<file path="config.mk">
export PLATFORM = sky130hd
export DESIGN_NAME = potSerialFront
export DESIGN_NICKNAME = d
export VERILOG_FILES = /design/src/rtl/potSerialPkg.sv /design/src/rtl/potSerialDatapath.sv /design/src/rtl/potSerialControl.sv /design/src/rtl/potSerialFront.sv
export SDC_FILE = /design/constraint.sdc
export NUM_CORES = 1
export LEC_CHECK = 0
export BUFFER_PORTS_ARGS = -buffer_cell sky130_fd_sc_hd__buf_2
export CAP_MARGIN = 15
export CORE_MARGIN = 2
export CORE_UTILIZATION = 40
export CTS_CLUSTER_DIAMETER = 60
export CTS_CLUSTER_SIZE = 20
export DETAILED_ROUTE_END_ITERATION = 8
export GPL_TIMING_DRIVEN = 0
export PLACE_DENSITY = 0.7
export SYNTH_ARGS = -nofsm -noshare
export SYNTH_HDL_FRONTEND = slang
export SYNTH_HIERARCHICAL = 1
export SYNTH_SLANG_ARGS = --single-unit
</file>
<file path="constraint.sdc">
create_clock -name clk -period 2.92 [get_ports clk]
set_clock_uncertainty 0.05 [all_clocks]
set_input_delay 0.584 -clock clk [delete_from_list [all_inputs] [get_ports clk]]
set_output_delay 0.584 -clock clk [all_outputs]
set_load 0.03 [all_outputs]
</file>
<file path="src/rtl/potSerialPkg.sv">
package potSerialPkg;

  // Events raised by the datapath for the control
  typedef struct packed {
    logic startSeen;
    logic stopSeen;
    logic byteDone;
  } busEvt_t;

  // Strobes from the control to the datapath
  typedef struct packed {
    logic clrBits;
    logic driveAck;
  } ctlStrobe_t;

  typedef enum logic [2:0] {
    ST_IDLE,
    ST_ADDR,
    ST_INSTR,
    ST_DATA,
    ST_SKIP
  } phase_t;

endpackage

</file>
<file path="src/rtl/potSerialDatapath.sv">
module potSerialDatapath
  import potSerialPkg::*;
#(
  parameter int SYNC_STAGES = 2,
  parameter int BYTE_BITS = 8
) (
  input  logic                 clk,
  input  logic                 rstN,
  input  logic                 sclIn,
  input  logic                 sdaIn,
  input  ctlStrobe_t           ctl,
  output busEvt_t              evt,
  output logic [BYTE_BITS-1:0] rxByte,
  output logic                 sdaOe
);

  localparam int CNT_W = $clog2(BYTE_BITS + 2);
  localparam logic [CNT_W-1:0] LAST_BIT = CNT_W'(BYTE_BITS);
  localparam logic [CNT_W-1:0] ACK_SLOT = CNT_W'(BYTE_BITS + 1);

  logic [SYNC_STAGES-1:0] sclSync, sdaSync;
  logic sclNow, sdaNow, sclPrev, sdaPrev;
  logic sclRise, sclFall;
  logic [CNT_W-1:0] bitCnt;

  // Synchronizer chains (SYNC_STAGES must be at least 2)
  always_ff @(posedge clk or negedge rstN) begin
    if (!rstN) begin
      sclSync <= '1;
      sdaSync <= '1;
      sclPrev <= 1'b1;
      sdaPrev <= 1'b1;
    end else begin
      sclSync <= {sclSync[SYNC_STAGES-2:0], sclIn};
      sdaSync <= {sdaSync[SYNC_STAGES-2:0], sdaIn};
      sclPrev <= sclNow;
      sdaPrev <= sdaNow;
    end
  end

  assign sclNow  = sclSync[SYNC_STAGES-1];
  assign sdaNow  = sdaSync[SYNC_STAGES-1];
  assign sclRise = sclNow & ~sclPrev;
  assign sclFall = ~sclNow & sclPrev;

  assign evt.startSeen = sclNow & sclPrev & sdaPrev & ~sdaNow;
  assign evt.stopSeen  = sclNow & sclPrev & ~sdaPrev & sdaNow;
  assign evt.byteDone  = sclFall && (bitCnt == LAST_BIT);

  // Bit counter and shifter: 0..7 data bits, 8 = byte in, 9 = ack pulse high
  always_ff @(posedge clk or negedge rstN) begin
    if (!rstN) begin
      bitCnt <= '0;
      rxByte <= '0;
    end else if (ctl.clrBits) begin
      bitCnt <= '0;
    end else if (sclRise && bitCnt < LAST_BIT) begin
      rxByte <= {rxByte[BYTE_BITS-2:0], sdaNow};
      bitCnt <= bitCnt + 1'b1;
    end else if (sclRise && bitCnt == LAST_BIT) begin
      bitCnt <= ACK_SLOT;
    end else if (sclFall && bitCnt == ACK_SLOT) begin
      bitCnt <= '0;
    end
  end

  // Open-drain acknowledge enable
  always_ff @(posedge clk or negedge rstN) begin
    if (!rstN)
      sdaOe <= 1'b0;
    else if (ctl.clrBits)
      sdaOe <= 1'b0;
    else if (ctl.driveAck)
      sdaOe <= 1'b1;
    else if (sclFall && bitCnt == ACK_SLOT)
      sdaOe <= 1'b0;
  end

  // acknowledge only begins at the end of a byte
  p_ack_at_byte_end_r3: assert property (@(posedge clk) disable iff (!rstN)
    $rose(sdaOe) |-> $past(bitCnt) == LAST_BIT);

  // acknowledge released after the ninth pulse ends
  p_ack_release_r3: assert property (@(posedge clk) disable iff (!rstN)
    (sdaOe && sclFall && bitCnt == ACK_SLOT) |=> !sdaOe);

  // bits only shift while the clock is rising inside a byte
  p_shift_on_rise_r2: assert property (@(posedge clk) disable iff (!rstN)
    (bitCnt != $past(bitCnt) && bitCnt != '0 && bitCnt != ACK_SLOT) |-> $past(sclRise));

endmodule

</file>
<file path="src/rtl/potSerialControl.sv">
module potSerialControl
  import potSerialPkg::*;
#(
  parameter logic [3:0] TYPE_ID = 4'b0101,
  parameter logic [3:0] NV_WRITE_OP = 4'b1100,
  parameter int BUSY_CYCLES = 5000
) (
  input  logic       clk,
  input  logic       rstN,
  input  busEvt_t    evt,
  input  logic [7:0] rxByte,
  input  logic [3:0] strapAddr,
  output ctlStrobe_t ctl,
  output logic       instrValid,
  output logic [3:0] opcode,
  output logic [1:0] regIdx,
  output logic [1:0] potIdx,
  output logic       dataValid,
  output logic [7:0] dataByte,
  output logic       busy
);

  localparam int BUSY_W = $clog2(BUSY_CYCLES + 1);

  phase_t st;
  logic nvPend;
  logic addrMatch;
  logic [BUSY_W-1:0] busyCnt;

  assign addrMatch = (rxByte == {TYPE_ID, strapAddr});
  assign busy = (busyCnt != '0);

  assign ctl.clrBits  = evt.startSeen | evt.stopSeen;
  assign ctl.driveAck = evt.byteDone &&
                        ((st == ST_ADDR && addrMatch && !busy) ||
                         st == ST_INSTR || st == ST_DATA);

  always_ff @(posedge clk or negedge rstN) begin
    if (!rstN) begin
      st         <= ST_IDLE;
      nvPend     <= 1'b0;
      instrValid <= 1'b0;
      dataValid  <= 1'b0;
      opcode     <= '0;
      regIdx     <= '0;
      potIdx     <= '0;
      dataByte   <= '0;
    end else begin
      instrValid <= 1'b0;
      dataValid  <= 1'b0;
      if (evt.startSeen) begin
        st     <= ST_ADDR;
        nvPend <= 1'b0;
      end else if (evt.stopSeen) begin
        st     <= ST_IDLE;
        nvPend <= 1'b0;
      end else if (evt.byteDone) begin
        unique case (st)
          ST_ADDR: st <= (addrMatch && !busy) ? ST_INSTR : ST_SKIP;
          ST_INSTR: begin
            opcode     <= rxByte[7:4];
            regIdx     <= rxByte[3:2];
            potIdx     <= rxByte[1:0];
            instrValid <= 1'b1;
            nvPend     <= (rxByte[7:4] == NV_WRITE_OP);
            st         <= ST_DATA;
          end
          ST_DATA: begin
            dataByte  <= rxByte;
            dataValid <= 1'b1;
          end
          default: ;
        endcase
      end
    end
  end

  // Busy window counter
  always_ff @(posedge clk or negedge rstN) begin
    if (!rstN)
      busyCnt <= '0;
    else if (evt.stopSeen && nvPend)
      busyCnt <= BUSY_W'(BUSY_CYCLES);
    else if (busy)
      busyCnt <= busyCnt - BUSY_W'(1);
  end

  // an address ending while busy leads to the skip phase
  p_busy_nack_r8: assert property (@(posedge clk) disable iff (!rstN)
    (st == ST_ADDR && evt.byteDone && busy && !evt.startSeen && !evt.stopSeen)
      |=> st == ST_SKIP);

  // busy counts down by one per cycle
  p_busy_countdown_r7: assert property (@(posedge clk) disable iff (!rstN)
    (busy && !(evt.stopSeen && nvPend)) |=> busyCnt == $past(busyCnt) - BUSY_W'(1));

  // instruction strobe lasts one cycle
  p_instr_pulse_r4: assert property (@(posedge clk) disable iff (!rstN)
    instrValid |=> !instrValid);

  // a start always restarts address reception
  p_start_restarts_r9: assert property (@(posedge clk) disable iff (!rstN)
    evt.startSeen |=> st == ST_ADDR);

  // nothing is decoded after a refused address
  p_skip_silent_r6: assert property (@(posedge clk) disable iff (!rstN)
    (st == ST_SKIP) |-> !ctl.driveAck);

endmodule

</file>
<file path="src/rtl/potSerialFront.sv">
module potSerialFront
  import potSerialPkg::*;
#(
  parameter logic [3:0] TYPE_ID = 4'b0101,
  parameter logic [3:0] NV_WRITE_OP = 4'b1100,
  parameter int BUSY_CYCLES = 5000,
  parameter int SYNC_STAGES = 2
) (
  input  logic       clk,
  input  logic       rstN,
  input  logic       sclIn,
  input  logic       sdaIn,
  input  logic [3:0] strapAddr,
  output logic       sdaOe,
  output logic       instrValid,
  output logic [3:0] opcode,
  output logic [1:0] regIdx,
  output logic [1:0] potIdx,
  output logic       dataValid,
  output logic [7:0] dataByte,
  output logic       busy
);

  busEvt_t    evt;
  ctlStrobe_t ctl;
  logic [7:0] rxByte;

  potSerialDatapath #(
    .SYNC_STAGES(SYNC_STAGES),
    .BYTE_BITS(8)
  ) uDatapath (
    .clk(clk),
    .rstN(rstN),
    .sclIn(sclIn),
    .sdaIn(sdaIn),
    .ctl(ctl),
    .evt(evt),
    .rxByte(rxByte),
    .sdaOe(sdaOe)
  );

  potSerialControl #(
    .TYPE_ID(TYPE_ID),
    .NV_WRITE_OP(NV_WRITE_OP),
    .BUSY_CYCLES(BUSY_CYCLES)
  ) uControl (
    .clk(clk),
    .rstN(rstN),
    .evt(evt),
    .rxByte(rxByte),
    .strapAddr(strapAddr),
    .ctl(ctl),
    .instrValid(instrValid),
    .opcode(opcode),
    .regIdx(regIdx),
    .potIdx(potIdx),
    .dataValid(dataValid),
    .dataByte(dataByte),
    .busy(busy)
  );

endmodule

</file>
==> results of run 1 <==
-- metal layers --
layer | part of all wire [%] | global-route usage (%) | vias to the layer above | wire length [microns]
met5 | 0 | 0 | - | 0
met4 | 0.31 | 3.58 | 0 | 14
met3 | 3.9 | 3.68 | 2 | 172
met2 | 49 | 22.2 | 26 | 2180
met1 | 47 | 17.5 | 825 | 2090
li1 | - | - | 818 | -
-- power by group through the flow --
stage          clock, mW  sequential (mW)  combinational (mW)
2_1_floorplan          0             1.18               0.509
3_3_place_gp           0             1.21               0.628
3_5_place_dp           0             1.22               0.656
4_1_cts            0.502             1.20               0.660
5_1_grt            0.529             1.24               0.737
6_report           0.480             1.21               0.653
-- cells by family after synthesis --
logic type | count (synthesis) | share of synthesized area (%)
simple gates | 65 | 18.2
flops | 54 | 53.9
compound gates | 32 | 8.94
mux | 25 | 11.2
buf+inv | 12 | 1.84
xor+xnor | 10 | 3.48
fa+ha+maj | 5 | 2.48
-- worst max-delay path, stage by stage, from the launching register on --
cell     delay [ns]
dfrtp_1        0.43
inv_1          0.10
ha_1           0.23
nor4b_2        0.33
nand4_2        0.24
buf_2          0.25
-- state kept, by name, indices dropped and copies added (netlist names), 2 cells and up --
name and cells:
uControl/busyCnt 13, uControl/dataByte 8, uDatapath/rxByte 8, uControl/opcode 4, uDatapath/bitCnt 4, uControl/st 3, uControl/potIdx 2, uControl/regIdx 2
uDatapath/sclSync 2, uDatapath/sdaSync 2
-- stage by stage --
step,instances,instance area [sq um]
after floorplan,203,2520
after global placement,305,2750
after detailed placement,306,2770
after CTS,314,2880
after global routing,314,2880
final,314,2880
-- path summary, 6_finish.rpt --
kind                       slack (ns)                  from  cells after the start                   end
setup / recovery                 0.41   uControl/busyCnt[0]                      5                  busy
hold reg to reg                  0.31  uDatapath/sdaSync[0]                      0  uDatapath/sdaSync[1]
hold / removal                   0.21                  rstN                      1   uControl/busyCnt[6]
setup reg to reg                 0.52     uDatapath/sclPrev                      5    uControl/opcode[2]
max in group asynchronous        2.06                  rstN                      2       uControl/nvPend
min in group clk                 0.31  uDatapath/sdaSync[0]                      0  uDatapath/sdaSync[1]
-- cells in the mapped netlist (3+ instances only) --
cell and count:
a21oi_1 8, o31ai_1 3, nor2_1 10, inv_1 9, nand2_1 11, nand4_1 4, xnor2_1 10, nor3b_1 3
o21ai_0 7, dfrtp_1 48, mux2_2 25, nor4bb_1 3, dfstp_2 6, ha_1 5
-- final cells by class --
cell class / count / area [sq um]
Fill cell: 537 / 3110
Sequential cell: 54 / 1360
Buffer: 3 / 12.5
Clock buffer: 6 / 72.6
Clock inverter: 2 / 37.5
Timing Repair Buffer: 28 / 155
Inverter: 9 / 33.8
Multi-Input combinational cell: 137 / 1110
Tap cell: 75 / 93.8
==> metrics.csv, run 1 <==
stage;metric;value;unit
logic_synthesis;Unique masters post-synth;53;
critical_path;kind of critical path;flip-flop to primary output;
sta;Slew Viols, Final;0;
logic_synthesis;largest area contributor in the netlist;dfrtp_1;
logic_synthesis;syn nets;216;
placement;GPL Wtd Cong;0.833;
placement;DPL Wire Length;3320;microns
pwr;Leak;1.33;nW
critical_path;Crit Path Max Fanout;5;
final_layout;antenna diode count;0;
sta;relative slew slack;52.6;%
pwr;Combinational Power Share;27.9;%
logic_synthesis;synth warn;6;
logic_synthesis;share of Yosys cell area claimed by the top area cell type;47.7;%
cts;TritonCTS buffer count;5;
sta;final setup vio count;0;
cts;Clock transition at path regs;0.09;ns
final_layout;Layout area overhead;14.3;%
floorplan;starting density of the core;42.1;%
logic_synthesis;sequential area share after synthesis;53.9;%
cts;Resize count post-CTS;0;
sta;fin crit share;85.9;%
final_layout;share of cells above drive strength 1;35.1;%
drt;DRT Pass-1 Iters;4;
pwr;Sw Share;34.7;%
global_routing;vias in the first global route;1678;
critical_path;crit path DAT;1.88;ns
floorplan;Core Footprint;5990;sq um
sta;final hold slack;0.215;ns
logic_synthesis;Post-synth EDFFs;0;
placement;Post-Place Setup Slack;0.470;ns
pwr;Seq pwr share;51.6;%
sta;Achievable Freq;399;MHz
sta;Tmin final;2.51;ns
cts;H-tree depth;2;
cts;Clk Latency, worst-skew pair;0.30;ns
pwr;Clk network pwr share;20.5;%
drt;Iteration-0 DRC Markers;28;
pwr;total power;2.34;mW
pwr;switching power total;0.811;mW
pwr;Internal Power;1.53;mW
drt;via count;1671;
drt;# DRC;0;
cts;Max clock buf depth;2;
global_routing;initial antenna violation count;0;
pwr;Power Density;812;nW/um^2
sta;Final Worst Setup Slack;0.411;ns
run_status;status;completed;
pwr;worst vdd ir;0.000384;V
sta;worst slew pin tran;0.708;ns
placement;Port Buffers;27;
critical_path;worst endpoint required time;2.29;ns
final_layout;most common cell after layout, fill and taps aside;dfrtp_1;
global_routing;largest net degree at the start of global routing;32;
global_routing;Total Routing Usage GR;13.5;%
cts;Sink Count;54;
floorplan;die height;83.4;microns
final_layout;Final nets;251;
critical_path;Crit. End Element;primary output;
cts;clock tree from TritonCTS;yes;
drt;Via density;5.32;
global_routing;global route overflow;0;
hold_path;Hold Path Class;primary input to async pin;
floorplan;Cell Rows;28;
sta;TNS Setup;0;ns
final_layout;final core utilization;48.1;%
run;max cap viols;0;
logic_synthesis;asr flop ratio synth;100;%
logic_synthesis;ranking of synthesized cells by area;dfrtp_1, mux2_2, dfstp_2;
floorplan;Die Area;6950;sq um
logic_synthesis;Syn Inst Count;203;
sta;Final Hold Violating Endpoints;0;
final_layout;commonest non-fill, non-tap cells in the layout;dfrtp_1, buf_2, mux2_2, nand2_1;
global_routing;global-route wire length before repair;7700;microns
logic_synthesis;Main synth FF type;dfrtp_1;
logic_synthesis;Mapped Avg Cell Area;12.4;sq um
logic_synthesis;flop and latch count out of synthesis;54;
cts;root buffer cell;clkbuf_8;
floorplan;Die Span X;83.4;microns
logic_synthesis;Mapped Area;2520;sq um
critical_path;CP Launch Type;flip-flop;
sta;RSZ-0062 raised after global routing;no;
cts;setup bufs post-CTS;0;
drt;DRT antenna net count;0;
drt;Routed WL;4450;microns
floorplan;IO Pins;28;
cts;CTS hold repair buffers;0;
drt;routed len/inst;14.2;microns
Note: power is estimated with default switching activity, not from simulation.
==> run 2: changes to the inputs <==
Settings changed: CORE_ASPECT_RATIO set to 1.2, PLACE_DENSITY 0.7 to 0.57.
==> metrics.csv, run 2 (same netlist as run 1, synthesis figures left out) <==
stage;metric;value;unit
cts;Clk Latency, worst-skew pair;0.30;ns
sta;relative slew slack;46.4;%
drt;Iteration-0 DRC Markers;39;
drt;Via density;5.26;
global_routing;initial antenna violation count;0;
final_layout;Finished Layout Cells;321;
drt;via count;1690;
sta;fin crit share;85.3;%
critical_path;crit path DAT;1.86;ns
sta;Tmin final;2.49;ns
global_routing;global-route wire length before repair;7710;microns
final_layout;commonest non-fill, non-tap cells in the layout;dfrtp_1, buf_2, mux2_2, nand2_1;
global_routing;vias in the first global route;1676;
placement;GPL Wtd Cong;0.769;
floorplan;Core Footprint;6050;sq um
global_routing;largest net degree at the start of global routing;36;
sta;Slew Viols, Final;0;
drt;DR top layer;met4;
floorplan;Cell Rows;31;
sta;Achievable Freq;401;MHz
cts;Sink Count;54;
drt;met3 wire length;138;microns
critical_path;Crit Path Max Fanout;5;
global_routing;global route overflow;0;
cts;setup bufs post-CTS;0;
drt;# DRC;0;
placement;DP Area;2780;sq um
final_layout;share of cells above drive strength 1;35.1;%
hold_path;Hold Path Class;primary input to async pin;
run_status;status;completed;
drt;metal2 WL;2280;microns
floorplan;Die Area;6950;sq um
sta;worst slew pin tran;0.800;ns
pwr;total power;2.27;mW
run;max cap viols;0;
critical_path;CP Launch Type;flip-flop;
placement;placed insts;313;
floorplan;die height;90.9;microns
placement;Port Buffers;27;
cts;clock tree from TritonCTS;yes;
cts;root buffer cell;clkbuf_8;
final_layout;Biggest register;uControl/busyCnt;
cts;Max clock buf depth;2;
final_layout;Final nets;251;
sta;RSZ-0062 raised after global routing;no;
drt;DRT Pass-1 Iters;4;
sta;TNS Setup;0;ns
sta;Final Worst Setup Slack;0.428;ns
final_layout;max FFs per register;13;
drt;DRT antenna net count;0;
drt;Met1 Wirelength;2020;microns
pwr;Power Density;790;nW/um^2
cts;Resize count post-CTS;0;
pwr;worst vdd ir;0.000404;V
final_layout;Top Registers;uControl/busyCnt x13, uControl/dataByte x8, uDatapath/rxByte x8;
critical_path;Crit. End Element;primary output;
cts;Clock transition at path regs;0.09;ns
global_routing;Total Routing Usage GR;13.9;%
final_layout;post-route cell area;2870;sq um
floorplan;starting density of the core;41.6;%
pwr;Leak;1.33;nW
final_layout;most common cell after layout, fill and taps aside;dfrtp_1;
cts;H-tree depth;2;
sta;final setup vio count;0;
cts;CTS hold repair buffers;0;
floorplan;Die Span X;76.5;microns
placement;DPL Wire Length;3270;microns
drt;Routed WL;4550;microns
final_layout;antenna diode count;0;
drt;routed len/inst;14.2;microns
critical_path;worst endpoint required time;2.29;ns
sta;Final Hold Violating Endpoints;0;
cts;TritonCTS buffer count;5;
critical_path;kind of critical path;flip-flop to primary output;
placement;Post-Place Setup Slack;0.414;ns
final_layout;Layout area overhead;13.9;%
floorplan;IO Pins;28;
==> run 2: cell count changes in the layout (fill, tap and decap cells not counted), sizes merged <==
cell / before / now
bufinv: 1 / 0
clkbuf: 8 / 9
clkinv: 0 / 1
clkinvlp: 1 / 0
==> run 2: critical path: stages, from the launching register on <==
cell and delay, ns:
dfrtp_1 0.43, inv_1 0.09, ha_1 0.22, nor4b_2 0.32
nand4_2 0.25, buf_2 0.25
==> run 2: per-layer routing <==
metal	vias to the layer above	track usage, %
met5	-	0
met1	836	17.3
met2	26	23.0
li1	819	-
met3	9	2.88
met4	0	6.67
==> run 2: report_power, final <==
| group | internal [mW] | switching, mW | total [mW] |
|---|---|---|---|
| sequential | 0.944 | 0.256 | 1.20 |
| clock | 0.192 | 0.225 | 0.417 |
| combinational | 0.329 | 0.322 | 0.651 |
| total | 1.46 | 0.803 | 2.27 |
==> run 2: stage by stage <==
stage          hold slack (ns)  utilization, %
2_1_floorplan            0.238               -
3_3_place_gp             0.295            45.6
3_5_place_dp             0.297            45.9
4_1_cts                  0.186            47.4
5_1_grt                  0.194            47.4
6_report                 0.178            47.4
==> run 2: final cells by class <==
| type | instances | area (sq um) |
|---|---|---|
| Sequential cell | 54 | 1360 |
| Clock inverter | 1 | 5.00 |
| Tap cell | 82 | 103 |
| Timing Repair Buffer | 28 | 155 |
| Inverter | 9 | 33.8 |
| Fill cell | 581 | 3180 |
| Clock buffer | 7 | 86.3 |
| Buffer | 3 | 12.5 |
| Multi-Input combinational cell | 137 | 1110 |
==> run 2: final timing paths <==
check,slack (ns),cells after the start,startpoint,to
max,0.43,5,uControl/busyCnt[0],busy
min,0.18,1,rstN,uControl/busyCnt[7]
max reg2reg,0.44,5,uDatapath/sclPrev,uControl/opcode[0]
min reg2reg,0.31,0,uDatapath/sclSync[0],uDatapath/sclSync[1]
max in group asynchronous,2.02,2,rstN,uDatapath/sclSync[1]
min in group clk,0.31,0,uDatapath/sclSync[0],uDatapath/sclSync[1]
